## config.mk

```make
export PLATFORM = sky130hd
export DESIGN_NAME = gpio_pin_ctrl
export DESIGN_NICKNAME = d
export VERILOG_FILES = /design/src/rtl/gpio_pin_pkg.sv /design/src/rtl/gpio_port_bank.sv /design/src/rtl/gpio_clk_edge.sv /design/src/rtl/gpio_rd_mux.sv /design/src/rtl/gpio_pin_ctrl.sv
export SDC_FILE = /design/constraint.sdc
export NUM_CORES = 1
export LEC_CHECK = 0
export ABC_AREA = 1
export BUFFER_PORTS_ARGS = -buffer_cell sky130_fd_sc_hd__buf_2
export CAP_MARGIN = 20
export CORE_MARGIN = 10
export CORE_UTILIZATION = 47
export DETAILED_ROUTE_END_ITERATION = 10
export GPL_TIMING_DRIVEN = 0
export MAX_ROUTING_LAYER = met4
export PLACE_DENSITY_LB_ADDON = 0.3
export SLEW_MARGIN = 10
export SYNTH_ARGS = -nofsm -noshare
export SYNTH_HDL_FRONTEND = slang
export SYNTH_SLANG_ARGS = --single-unit
```

## constraint.sdc

```tcl
create_clock -name clk -period 1.33 [get_ports clk]
set_clock_uncertainty 0.15 [all_clocks]
set_input_delay 0.1995 -clock clk [delete_from_list [all_inputs] [get_ports clk]]
set_output_delay 0.1995 -clock clk [all_outputs]
set_load 0.02 [all_outputs]
```

## src/rtl/gpio_pin_pkg.sv

```systemverilog
package gpio_pin_pkg;
   localparam int NPORT       = 2;
   localparam int IDX_A_BASE  = 'h00;
   localparam int IDX_D_BASE  = 'h10;
   localparam int OFS_OUT     = 0;
   localparam int OFS_VIEW    = 1;
   localparam int OFS_OE      = 2;
   localparam int RDY_BIT     = 7;
   localparam int SDO_BIT     = 4;
   localparam int ALE_BIT     = 6;
   localparam int CLE_BIT     = 5;
   localparam int CE_BIT      = 4;
   localparam int SCLK_BIT    = 1;

   function automatic int port_base(input int p);
      return (p == 0) ? IDX_A_BASE : IDX_D_BASE;
   endfunction

   function automatic int port_stat_bit(input int p);
      return (p == 0) ? RDY_BIT : SDO_BIT;
   endfunction
endpackage

```

## src/rtl/gpio_port_bank.sv

```systemverilog
module gpio_port_bank
   import gpio_pin_pkg::*;
#(
   parameter int DW       = 32,
   parameter int IDX_W    = 5,
   parameter int BASE     = 0,
   parameter int STAT_BIT = 7
) (
   input  logic             clk,
   input  logic             rst_n,
   input  logic             wr_en,
   input  logic [IDX_W-1:0] idx,
   input  logic [DW-1:0]    wdata,
   input  logic             stat_in,
   output logic [DW-1:0]    dout,
   output logic [DW-1:0]    oe,
   output logic [DW-1:0]    view,
   output logic             out_wr
);
   logic oe_wr;

   assign out_wr = wr_en && (idx == IDX_W'(BASE + OFS_OUT));
   assign oe_wr  = wr_en && (idx == IDX_W'(BASE + OFS_OE));

   always_ff @(posedge clk) begin
      if (!rst_n) begin
         dout <= '0;
         oe   <= '0;
      end else begin
         if (out_wr) dout <= wdata;
         if (oe_wr)  oe   <= wdata;
      end
   end

   always_comb begin
      view           = dout & oe;
      view[STAT_BIT] = view[STAT_BIT] | stat_in;
   end
endmodule

```

## src/rtl/gpio_clk_edge.sv

```systemverilog
module gpio_clk_edge (
   input  logic clk,
   input  logic rst_n,
   input  logic wr_hit,
   input  logic old_lvl,
   input  logic new_lvl,
   output logic evt,
   output logic dir
);
   logic change;
   assign change = wr_hit && (old_lvl != new_lvl);

   always_ff @(posedge clk) begin
      if (!rst_n) begin
         evt <= 1'b0;
         dir <= 1'b0;
      end else begin
         evt <= change;
         if (change) dir <= new_lvl;
      end
   end
endmodule

```

## src/rtl/gpio_rd_mux.sv

```systemverilog
module gpio_rd_mux
   import gpio_pin_pkg::*;
#(
   parameter int DW    = 32,
   parameter int IDX_W = 5
) (
   input  logic [IDX_W-1:0]          idx,
   input  logic [NPORT-1:0][DW-1:0]  dout,
   input  logic [NPORT-1:0][DW-1:0]  oe,
   input  logic [NPORT-1:0][DW-1:0]  view,
   output logic [DW-1:0]             data
);
   always_comb begin
      data = '0;
      for (int p = 0; p < NPORT; p++) begin
         if (idx == IDX_W'(port_base(p) + OFS_OUT))  data = dout[p];
         if (idx == IDX_W'(port_base(p) + OFS_VIEW)) data = view[p];
         if (idx == IDX_W'(port_base(p) + OFS_OE))   data = oe[p];
      end
   end
endmodule

```

## src/rtl/gpio_pin_ctrl.sv

```systemverilog
module gpio_pin_ctrl
   import gpio_pin_pkg::*;
#(
   parameter int DW         = 32,
   parameter int WIN_BYTES  = 'h5C,
   localparam int WORDS     = WIN_BYTES / 4,
   localparam int IDX_W     = $clog2(WORDS)
) (
   input  logic             clk,
   input  logic             rst_n,
   input  logic             bus_sel,
   input  logic             bus_wr,
   input  logic [IDX_W-1:0] bus_idx,
   input  logic [DW-1:0]    bus_wdata,
   output logic [DW-1:0]    bus_rdata,
   output logic [DW-1:0]    porta_out,
   output logic [DW-1:0]    porta_oe,
   output logic [DW-1:0]    portd_out,
   output logic [DW-1:0]    portd_oe,
   output logic             flash_ale,
   output logic             flash_cle,
   output logic             flash_ce,
   input  logic             flash_rdy,
   input  logic             sens_sdo,
   output logic             sens_edge,
   output logic             sens_rise
);
   if (DW < 8) begin : g_bad_dw
      $error("gpio_pin_ctrl: DW must be at least 8");
   end
   if (WORDS <= IDX_D_BASE + OFS_OE) begin : g_bad_win
      $error("gpio_pin_ctrl: window too small for port D");
   end

   logic                      wr_en;
   logic                      rd_en;
   logic [NPORT-1:0]          stat;
   logic [NPORT-1:0]          out_wr;
   logic [NPORT-1:0][DW-1:0]  dout;
   logic [NPORT-1:0][DW-1:0]  oe;
   logic [NPORT-1:0][DW-1:0]  view;
   logic [DW-1:0]             rd_mux;

   assign wr_en = bus_sel && bus_wr;
   assign rd_en = bus_sel && !bus_wr;
   assign stat  = {sens_sdo, flash_rdy};

   for (genvar p = 0; p < NPORT; p++) begin : g_port
      gpio_port_bank #(
         .DW       (DW),
         .IDX_W    (IDX_W),
         .BASE     (port_base(p)),
         .STAT_BIT (port_stat_bit(p))
      ) u_bank (
         .clk     (clk),
         .rst_n   (rst_n),
         .wr_en   (wr_en),
         .idx     (bus_idx),
         .wdata   (bus_wdata),
         .stat_in (stat[p]),
         .dout    (dout[p]),
         .oe      (oe[p]),
         .view    (view[p]),
         .out_wr  (out_wr[p])
      );
   end

   gpio_clk_edge u_sclk (
      .clk     (clk),
      .rst_n   (rst_n),
      .wr_hit  (out_wr[1]),
      .old_lvl (dout[1][SCLK_BIT]),
      .new_lvl (bus_wdata[SCLK_BIT]),
      .evt     (sens_edge),
      .dir     (sens_rise)
   );

   gpio_rd_mux #(.DW(DW), .IDX_W(IDX_W)) u_mux (
      .idx  (bus_idx),
      .dout (dout),
      .oe   (oe),
      .view (view),
      .data (rd_mux)
   );

   always_ff @(posedge clk) begin
      if (!rst_n)     bus_rdata <= '0;
      else if (rd_en) bus_rdata <= rd_mux;
   end

   assign porta_out = dout[0];
   assign porta_oe  = oe[0];
   assign portd_out = dout[1];
   assign portd_oe  = oe[1];
   assign flash_ale = dout[0][ALE_BIT];
   assign flash_cle = dout[0][CLE_BIT];
   assign flash_ce  = dout[0][CE_BIT];
endmodule


```

## After elaboration in Yosys (flattened, before gate mapping)

Index checks and enable logic that the tools add are counted.

| operators by class | value |
|---|---|
| $add $sub $neg | 0 |
| $mul | 0 |
| divide/modulo/power cells | 0 |
| magnitude comparators | 0 |
| equality and inequality tests | 6 |
| shift operators | 0 |
| mux-type cells | 6 |
| bitwise logic cells | 4 |
| reductions and logical operators | 9 |

Operator list:

| cell | count |
|---|---|
| $mux W32 | 6 |
| $and A32 B32 Y32 | 2 |
| $eq A5 B5 Y1 const B | 3 |
| $logic_and A1 B1 Y1 | 7 |
| $eq A5 B1 Y1 const B | 1 |
| $eq A5 B2 Y1 const B | 1 |
| $logic_not A5 Y1 | 1 |
| $or A1 B1 Y1 | 2 |
| $logic_not A1 Y1 | 1 |
| $ne A1 B1 Y1 | 1 |

| storage, ports and cells | value |
|---|---|
| register bits | 162 |
| latch bits | 0 |
| bits in writable memories | 0 |
| ROM bits | 0 |
| input port bits | 43 |
| output and inout bits | 165 |
| logic and storage cells | 32 |
| memories | 0 |

## Longest topological paths before layout

Gate-level depths: netlist of run 1.

| logic depth | value |
|---|---|
| depth after elaboration | 7 |
| mapped depth | 9 |
| mapped depth without buffers | 8 |

## Cells and area by module

A second synthesis of run 1 with hierarchy kept.

| second synthesis, totals | value |
|---|---|
| cells, all modules | 1690 |
| area, all modules | 9648.0 sq um |

By module, submodules not included:

| module | instances | cells each | area each (sq um) | seq. area each (sq um) |
|---|---|---|---|---|
| gpio_port_bank (g_port[1].u_bank) | 1 | 549 | 3224.3 | 1281.2 |
| gpio_port_bank (g_port[0].u_bank) | 1 | 549 | 3199.3 | 1281.2 |
| gpio_rd_mux | 1 | 366 | 1699.1 | 0.0 |
| gpio_pin_ctrl | 1 | 213 | 1431.4 | 640.6 |
| gpio_clk_edge | 1 | 13 | 93.8 | 40.0 |

## Worst setup path before layout of run 1

OpenSTA, ideal clock, no wires.

| path | value |
|---|---|
| kind | input to register |
| start point | in bus_idx[4] |
| end point | reg bus_rdata[17] |
| setup time | 0.068 ns |
| data arrival time | 1.203 ns |
| data required time | 1.112 ns |
| slack | -0.091 ns |
| stages on the path | 9 |
| buffers on the path | 2 |
| path through | buf_2 inv_2 buf_1 nand4_1 nand2_1 nor2_1 nand2_1 nand2_1 a21oi_2 |

| between the ends | value |
|---|---|
| cells in the longest elaborated chain, start to end | 7 |
| elaborated cells between the ends (all ways) | 12 |
| classes of those cells | 5 x eq/ne; 6 x mux; 1 x reduce/logical |

Ends and longest elaborated chain:

| what | line | text |
|---|---|---|
| start: declaration | gpio_pin_ctrl.sv:13 | `input logic [IDX_W-1:0] bus_idx,` |
| $logic_not A5 Y1 | gpio_rd_mux.sv:16 | `if (idx == IDX_W'(port_base(p) + OFS_OUT)) data = dout[p];` |
| $mux W32 | gpio_rd_mux.sv:16 |  |
| $mux W32 | gpio_rd_mux.sv:17 | `if (idx == IDX_W'(port_base(p) + OFS_VIEW)) data = view[p];` |
| $mux W32 | gpio_rd_mux.sv:18 | `if (idx == IDX_W'(port_base(p) + OFS_OE)) data = oe[p];` |
| $mux W32 | gpio_rd_mux.sv:16 |  |
| $mux W32 | gpio_rd_mux.sv:17 |  |
| $mux W32 (*) | gpio_rd_mux.sv:18 |  |
| end signal: assignment | gpio_pin_ctrl.sv:88 | `else if (rd_en) bus_rdata <= rd_mux;` |
| end: declaration | gpio_pin_ctrl.sv:15 | `output logic [DW-1:0] bus_rdata,` |

Every way passes the cells marked *; elsewhere a longest branch is shown, timed or not.
A chain may end at the register's enable or synchronous reset.

## Final worst setup path of run 1

| path | value |
|---|---|
| start point | reg g_port[0].u_bank.dout[6] |
| end point | out porta_out[6] |

RTL lines:

| what | line | text |
|---|---|---|
| start: declaration | gpio_port_bank.sv:15 | `output logic [DW-1:0] dout,` |
| start signal: assignment | gpio_port_bank.sv:30 | `if (out_wr) dout <= wdata;` |
| end: declaration | gpio_pin_ctrl.sv:16 | `output logic [DW-1:0] porta_out,` |

No word-level cell between the ends.

==> results.ini, run 1 <==
[synthesis]
ys_seq_area_frac=0.423
yosys.area.top_type=dfxtp_1
async_flop_share=0
ys.flop_type=dfxtp_1
synth_most_common_cell=nor2_1
synth_cell_types=26
synth-edff-count=0
post-synth-top-area-fraction=0.423
synth_cells=1084
netlist_area_um2=7660
synth_nets=1127
yosys_register_bits=162
synthTopCellsByArea=dfxtp_1 42%, nor2_1 9.4%, nand2_1 8.2%
yosys_warnings=0
synth.avg_cell_area_um2=7.07
synthTopCellsByCount=191 x nor2_1, 167 x nand2_1, 162 x dfxtp_1, 104 x a21oi_1, 103 x inv_1

[floorplan]
row_count=46
core_area_um2=15900
die_x_um=148
ios=208
die_area_um2=21800
initial_utilization=0.481
fp.dieH_um=148

[pwr]
powerDensity_nw_per_um2=1050
p_sw_frac=0.256
leakage_nw=5.00
power.internal_w=0.00827
switchingPower_w=0.00284
clkPwrFrac=0.456
peakVddDrop_mv=0.921
combPwrFrac=0.096
pwr-share-seq=0.447

[finish]
fin_area_um2=10600
nets=1392
layout-drive-gt1-share=0.333
area.growth.synth_to_final_pct=37.8
finalNonFillerCells=1580

[cts]
cts_tree=done
cts_num_sinks=162
clock-root-buffer=clkbuf_16
numCtsBuffers=17
clkTransAtPathRegs_ns=0.07
clk-insertion-delay-late_ns=0.44
cts_max_path_buffers=2
h-tree-depth=4

[job]
drv_cap=0

[sta]
fin_tns_setup_ns=-0.0973
setup_slack_ns=-0.0563
rsz0062_at_grt=yes
min_period_ns=1.39
setup_viol=3
finalHoldViolCount=0
fmax_ghz=0.721
slew_headroom=0.540
finalCritPeriodShare=1.04
maxSlewViolCount=0
worst_pin_slew_ns=0.689

[route]
antenna_left=0
avgViaCountPerCell=5.41
drt-initial-drc-count=929
dr.pass1.iters=6
routedWlPerCell_um=18.8
vias=8552
wl_um=29700
drc=0

[placed_design]
gp_congestion=0.940
dp_cells=1505
port_buffers=205
place_area_um2=9000
hpwlAfterDp_um=20600

[worst_setup_path]
timing.rr.start=g_port[0].u_bank.dout[5]$_SDFFE_PN0P_
critPathMaxFanout=5
crit_slowest_cell=dfxtp_4
worstPathCellList=buf_6 -> buf_6
start_kind=flip-flop
end_kind=output port
rrSetupSlack_ns=0.09
critPathKind=flip-flop to output port
cp_data_arrival_time_ns=1.04
critPathRequiredTime_ns=0.98
cp-startpoint=g_port[0].u_bank.dout[6]$_SDFFE_PN0P_
cpMostUsedCell=buf_6
critPathMaxStageDelay_ns=0.37
cp_top_family=flip-flops
critical_path_buf_inv_count=2

[global_routing]
grt_pass1_vias=8163
grt-ovfl-total=0
track_usage=0.266
antenna_found_initial=2
grt_max_degree=17
grt_first_pass_wirelength_um=44700

[min_path]
hold_start=bus_idx[4]
hp-class=primary input to flip-flop

[outcome]
status=finished, violations left
failed_checks=setup timing

==> tightest hold or removal path: cells and delay by family <==
family | cells | cell delay [ns]
buffers and inverters | 1 | 0.18
and+or+nand+nor | 1 | 0.06
AOI/OAI and AO/OA | 2 | 0.15
==> repair_timing <==
item | CTS | global route
hold buffers | 33 | 0
pin swaps | 0 | 5
resized for setup | 130 | 121
endpoints found under the setup margin | 109 | 143
buffers inserted | 3 | 5
endpoints found under the hold margin | 129 | 0
gates cloned | 0 | 2
==> state kept, by name, summed over array words and instances (netlist names) <==
signal and flops:
g_port.u_bank.oe 64, bus_rdata 32, u_sclk.dir 1, u_sclk.evt 1, g_port.u_bank.dout 64
==> kinds of logic (layout without fill, tap and decap cells) <==
family / Yosys count / after routing / share of synthesized area
and+or+nand+nor: 433 / 433 / 0.245
AOI/OAI and AO/OA: 296 / 296 / 0.210
buffers and inverters: 193 / 471 / 0.121
DFF: 162 / 162 / 0.423
other: 0 / 2 / 0
==> worst paths after layout <==
check             depth (start not counted)                              endpoint
hold / removal                            4             bus_rdata[7]$_SDFFE_PN0P_
hold reg to reg                           2  g_port[1].u_bank.oe[16]$_SDFFE_PN0P_
setup reg to reg                          9             bus_rdata[5]$_SDFFE_PN0P_
setup / recovery                          2                          porta_out[6]
==> cell usage in the layout (no fill, tap or decap), drive strengths merged <==
cell         instances
buf                272
nor2               198
nand2              167
o21ai              163
dfxtp              162
a21oi              132
inv                110
nand4               63
clkbuf              46
dlygate4sd3         33
clkinv               6
nand3                4
diode                2
clkinvlp             2
bufinv               2
nor3                 1
o22ai                1
==> area by class of cell <==
class | instances | area (um^2)
inverter | 110 | 423
clock buffer | 22 | 484
timing repair buffer | 248 | 1760
buffer | 81 | 593
fill | 1382 | 5390
tap | 216 | 270
antenna | 2 | 5.00
clock inverter | 10 | 124
sequential | 162 | 3360
multi-input combinational | 729 | 3530
==> power groups by stage <==
| stage | logic (W) | registers, W | clock network, W |
|---|---|---|---|
| final | 0.00107 | 0.00497 | 0.00507 |
| after global routing | 0.00114 | 0.00498 | 0.00529 |
| after CTS | 0.00102 | 0.00498 | 0.00508 |
| after detailed placement | 0.000930 | 0.00509 | 0 |
| after global placement | 0.000924 | 0.00508 | 0 |
| after floorplan | 0.000439 | 0.00519 | 0 |
==> layer usage <==
layer | track usage | wire length, um | vias up
met5 | - | 0 | -
met3 | 0.0635 | 2690 | 87
met4 | 0.122 | 1050 | 0
met2 | 0.417 | 13700 | 457
li1 | - | - | 4084
met1 | 0.318 | 12200 | 3924
==> stage by stage <==
step / power (W) / setup slack (ns) / util / hold WS [ns]
global route: 0.0114 / -0.0746 / 0.662 / 0.0661
detailed placement: 0.00602 / -0.613 / 0.565 / 0.309
CTS: 0.0111 / -0.0630 / 0.642 / 0.0226
floorplan: 0.00563 / -0.0207 / - / 0.184
global placement: 0.00601 / -0.592 / 0.565 / 0.297
finish: 0.0111 / -0.0563 / 0.662 / 0.0628
Power figures use the tool's default switching activity.
==> inputs of run 2 (changes only) <==
- BUFFER_PORTS_ARGS: -buffer_cell sky130_fd_sc_hd__buf_2 -> -buffer_cell sky130_fd_sc_hd__buf_4
- clock period: 1.33 -> 1.48 ns (I/O delays scaled with it)
==> results.ini, run 2 (synthesis results as in run 1) <==
[outcome]
status=finished, final reports clean

[cts]
clock-root-buffer=clkbuf_16
cts_tree=done
cts_num_sinks=162  ; unchanged
cts_max_path_buffers=2  ; unchanged
numCtsBuffers=17  ; unchanged
h-tree-depth=4  ; unchanged
clk-insertion-delay-late_ns=0.44  ; about the same
clkTransAtPathRegs_ns=0.07  ; about the same

[finish]
multi_input_area_um2=3500  ; -0.74%
area.growth.synth_to_final_pct=36.2
fill_cells=1407  ; +1.8%
mostFrequentLayoutCell=buf_4
layout-drive-gt1-share=0.263  ; -0.0699
final_cell_mix=222 x buf_4, 190 x nor2_1, 167 x nand2_1
nets=1385  ; -0.50%
seqCellArea_um2=3250  ; -3.5%
biggestRegsByFlops=g_port.u_bank.dout x64, g_port.u_bank.oe x64, bus_rdata x32
n_antenna_cell=0  ; -2

[sta]
worst_pin_slew_ns=0.702  ; +0.0130 ns
min_period_ns=1.44
fmax_ghz=0.692
finalHoldViolCount=0  ; unchanged
maxSlewViolCount=0  ; unchanged
setup_viol=0  ; -3
fin_tns_setup_ns=0  ; +0.0973 ns
finalCritPeriodShare=0.976
setup_slack_ns=0.0351  ; +0.0914 ns
rsz0062_at_grt=no
slew_headroom=0.532  ; -0.00869

[pwr]
leakage_nw=4.90  ; -2.0%
powerDensity_nw_per_um2=965  ; -8.3%
total_power_w=0.0101  ; -9.4%
peakVddDrop_mv=0.864  ; -6.2%

[floorplan]
ios=208  ; unchanged
row_count=46  ; unchanged
die_x_um=148  ; unchanged
initial_utilization=0.481  ; unchanged
die_area_um2=21800  ; unchanged
fp.dieH_um=148  ; unchanged
core_area_um2=15900  ; unchanged

[placed_design]
gp_congestion=0.938  ; -0.22%
port_buffers=205  ; unchanged
hpwlAfterDp_um=20600  ; -0.30%
pre_cts_slack_ns=-0.551  ; +0.0617 ns

[global_routing]
grt-ovfl-total=0  ; unchanged
track_usage=0.265  ; -0.000505
grt_first_pass_wirelength_um=44700  ; about the same
grt_pass1_vias=8071  ; -1.1%
grt_max_degree=17  ; unchanged
antenna_found_initial=0  ; -2

[route]
vias=8382  ; -2.0%
dr.pass1.iters=5  ; -1
antenna_left=0  ; unchanged
drc=0  ; unchanged
routedWlPerCell_um=18.3  ; -2.3%
wl_um=28800  ; -2.8%
drt-initial-drc-count=792  ; -15%
avgViaCountPerCell=5.34  ; -1.4%

[worst_setup_path]
critPathRequiredTime_ns=1.11  ; +0.13 ns
r2r_cells=8  ; -1
worstReg2RegEnd=bus_rdata[28]$_SDFFE_PN0P_
rrSetupSlack_ns=0.28  ; +0.19 ns
end_kind=output port
critPathMaxFanout=5  ; unchanged
cp_data_arrival_time_ns=1.07  ; +0.03 ns
critPathKind=flip-flop to output port
timing.rr.start=g_port[0].u_bank.dout[28]$_SDFFE_PN0P_
start_kind=flip-flop

[min_path]
hold-path-endpoint=bus_rdata[25]$_SDFFE_PN0P_
hold_start=rst_n
worstHoldPathCells=3  ; -1
hp-class=primary input to flip-flop

[job]
drv_cap=0  ; unchanged

[run 2: through the flow]
step | cell area, um^2 | util | instances | hold WS (ns)
2_1_floorplan | 7660 | - | 1084 | 0.207
3_3_place_gp | 9470 | 0.594 | 1505 | 0.302
3_5_place_dp | 9470 | 0.594 | 1505 | 0.315
4_1_cts | 10400 | 0.653 | 1569 | 0.0326
5_1_grt | 10400 | 0.655 | 1571 | 0.0852
6_report | 10400 | 0.655 | 1571 | 0.0583
[run 2: how the worst max path moves through the flow]
stage	from	to	slack (ns)	cells after the start
floorplan	bus_idx[4]	bus_rdata[17]$_SDFFE_PN0P_	0.04	9
global placement	bus_wr	bus_rdata[1]$_SDFFE_PN0P_	-0.52	4
detailed placement	bus_wr	bus_rdata[5]$_SDFFE_PN0P_	-0.55	4
CTS	g_port[0].u_bank.dout[6]$_SDFFE_PN0P_	porta_out[6]	0.03	2
global route	g_port[0].u_bank.dout[6]$_SDFFE_PN0P_	porta_out[6]	0.01	2
finish	g_port[0].u_bank.dout[6]$_SDFFE_PN0P_	porta_out[6]	0.04	2
[run 2: cell type report]
cell class              instances  share of cell area
clock buffers                  18              0.0421
plain buffers                  83              0.0498
repair buffers                239               0.180
flip-flops and latches        162               0.311
inverters                     110              0.0400
clock inverters                14              0.0159
multi-input cells             729               0.335
well taps                     216              0.0259
[run 2: timing repair]
action / CTS / global route
setup endpoints to repair: 57 / 41
hold buffers: 32 / 0
pin swaps: 0 / 2
resized for setup: 6 / 8
buffers inserted: 0 / 2
endpoints found under the hold margin: 127 / 0
[run 2: per-layer routing]
metal  track usage  part of all wire  vias up
met3        0.0788              0.11       51
met2         0.422              0.47      394
met4        0.0937             0.026        0
met1         0.314              0.40     3890
met5             -                 0        -
li1              -                 -     4047
[run 2: critical path, cell delays in order (launching register included)]
cell     delay [ns]
dfxtp_2        0.35
buf_4          0.13
buf_4          0.15
[run 2: report_power, final]
part | switching [W] | total [W] | leakage, nW | internal, W
Clock | 0.00202 | 0.00460 | 0.295 | 0.00258
Sequential | 0.0000459 | 0.00448 | 1.31 | 0.00443
Combinational | 0.000623 | 0.000989 | 3.29 | 0.000366
==> inputs of run 3 (changes only) <==
- CELL_PAD_IN_SITES_DETAIL_PLACEMENT: unset -> 0
- CELL_PAD_IN_SITES_GLOBAL_PLACEMENT: unset -> 2
- CORE_UTILIZATION: 47 -> 28
==> results.ini, run 3 (synthesis results as in run 1) <==
[outcome]
status=finished, final reports clean

[pwr]
total_power_w=0.00981  ; -2.6%
peakVddDrop_mv=0.436  ; -50%
leakage_nw=4.91  ; +0.12%
powerDensity_nw_per_um2=923  ; -4.4%

[global_routing]
grt_max_degree=17  ; unchanged
grt_first_pass_wirelength_um=50700  ; +13%
antenna_found_initial=1  ; +1
grt-ovfl-total=0  ; unchanged
track_usage=0.202  ; -0.0638
grt_pass1_vias=8031  ; -0.50%

[worst_setup_path]
critPathKind=flip-flop to output port
critPathMaxStageDelay_ns=0.38  ; +0.03 ns
cp-startpoint=g_port[1].u_bank.dout[1]$_SDFFE_PN0P_
critical_path_buf_inv_count=2  ; unchanged
start_kind=flip-flop
cpMostUsedCell=buf_4
end_kind=output port
critPathRequiredTime_ns=1.11  ; about the same
crit_slowest_cell=dfxtp_1
critPathMaxFanout=4  ; -1
cp_data_arrival_time_ns=1.06  ; about the same
cp_top_family=flip-flops
timing.rr.start=g_port[0].u_bank.dout[9]$_SDFFE_PN0P_
worstPathCellList=buf_4 -> buf_4

[placed_design]
gp_congestion=0.795  ; -15%
place_area_um2=9630  ; +1.7%
port_buffers=205  ; unchanged
dp_cells=1630  ; +8.3%
hpwlAfterDp_um=24500  ; +19%

[job]
drv_cap=0  ; unchanged

[cts]
numCtsBuffers=17  ; unchanged
clock-root-buffer=clkbuf_16
clkTransAtPathRegs_ns=0.07  ; about the same
cts_num_sinks=162  ; unchanged
cts_max_path_buffers=2  ; unchanged
h-tree-depth=4  ; unchanged
clk-insertion-delay-late_ns=0.43  ; about the same
cts_tree=done

[sta]
min_period_ns=1.43  ; -0.0103 ns
worst_pin_slew_ns=0.796  ; +0.0937 ns
setup_viol=0  ; unchanged
finalCritPeriodShare=0.969  ; -0.00696
maxSlewViolCount=0  ; unchanged
rsz0062_at_grt=no
finalHoldViolCount=0  ; unchanged
fmax_ghz=0.697  ; +0.72%
slew_headroom=0.469  ; -0.0625
fin_tns_setup_ns=0  ; unchanged

[floorplan]
row_count=60  ; +30%
die_area_um2=34400  ; +58%
die_x_um=185  ; +26%
fp.dieH_um=185  ; +26%
core_area_um2=27000  ; +69%
ios=208  ; unchanged
initial_utilization=0.284  ; -0.196

[route]
avgViaCountPerCell=4.78  ; -10%
antenna_left=0  ; unchanged
drc=0  ; unchanged
dr.pass1.iters=5  ; unchanged
vias=8137  ; -2.9%
routedWlPerCell_um=20.1  ; +9.7%
wl_um=34300  ; +19%
drt-initial-drc-count=504  ; -36%

[finish]
fill_cells=2881  ; +100%
finalNonFillerCells=1702  ; +8.3%
area.growth.synth_to_final_pct=38.7
multi_input_area_um2=3500  ; unchanged
layout-drive-gt1-share=0.267  ; +0.00418
seqCellArea_um2=3250  ; unchanged
biggestRegsByFlops=g_port.u_bank.dout x64, g_port.u_bank.oe x64, bus_rdata x32
mostFrequentLayoutCell=buf_4
nets=1390  ; +0.36%
final_cell_mix=224 x buf_4, 190 x nor2_1, 167 x nand2_1
fin_area_um2=10600  ; +1.8%

[min_path]
hp-class=primary input to flip-flop
hold_start=rst_n

run 3: cell type report:
cell class                 instances  share of cell area
buffer                            83              0.0518
sequential                       162               0.306
antenna                            1            0.000235
clock inverter                    12             0.00918
inverter                         110              0.0393
timing repair buffer             244               0.182
tap                              341              0.0402
clock buffer                      20              0.0420
multi-input combinational        729               0.329
run 3: report_power, final:
group | internal [W] | switching, W
Sequential | 0.00443 | 0.0000466
Combinational | 0.000381 | 0.000655
Clock | 0.00223 | 0.00207
run 3: path summary, 6_finish.rpt:
path | endpoint | slack, ns | depth (start not counted)
worst max-delay path | portd_out[1] | 0.05 | 2
worst min-delay path | bus_rdata[23]$_SDFFE_PN0P_ | 0.10 | 3
worst max register to register | bus_rdata[9]$_SDFFE_PN0P_ | 0.28 | 8
worst min register to register | u_sclk.dir$_SDFFE_PN0P_ | 0.32 | 2
run 3: per-stage QoR:
stage / util / worst slack (ns) / hold WS [ns]
2_1_floorplan: - / 0.0370 / 0.207
3_3_place_gp: 0.357 / -0.729 / 0.308
3_5_place_dp: 0.357 / -0.820 / 0.313
4_1_cts: 0.391 / 0.00313 / 0.0687
5_1_grt: 0.394 / 0.0110 / 0.121
6_report: 0.394 / 0.0454 / 0.103
run 3: what timing repair did:
item | 4_1_cts | 5_1_grt
endpoints found under the setup margin | 66 | 87
cloned | 0 | 0
gates resized for setup | 6 | 28
pin swaps | 1 | 4
hold buffers | 32 | 0
buffers inserted | 2 | 5
hold endpoints to repair | 127 | 0
run 3: routing by layer:
layer,GRT usage,vias up,share of wire
met5,-,-,0
met4,0.0546,0,0.012
met3,0.0376,24,0.054
met2,0.317,213,0.47
met1,0.260,3821,0.47
li1,-,4079,-
run 3: worst min-delay path, stage by stage:
cell and delay (ns):
clkbuf_1 0.22, o21ai_0 0.14, a21oi_1 0.05
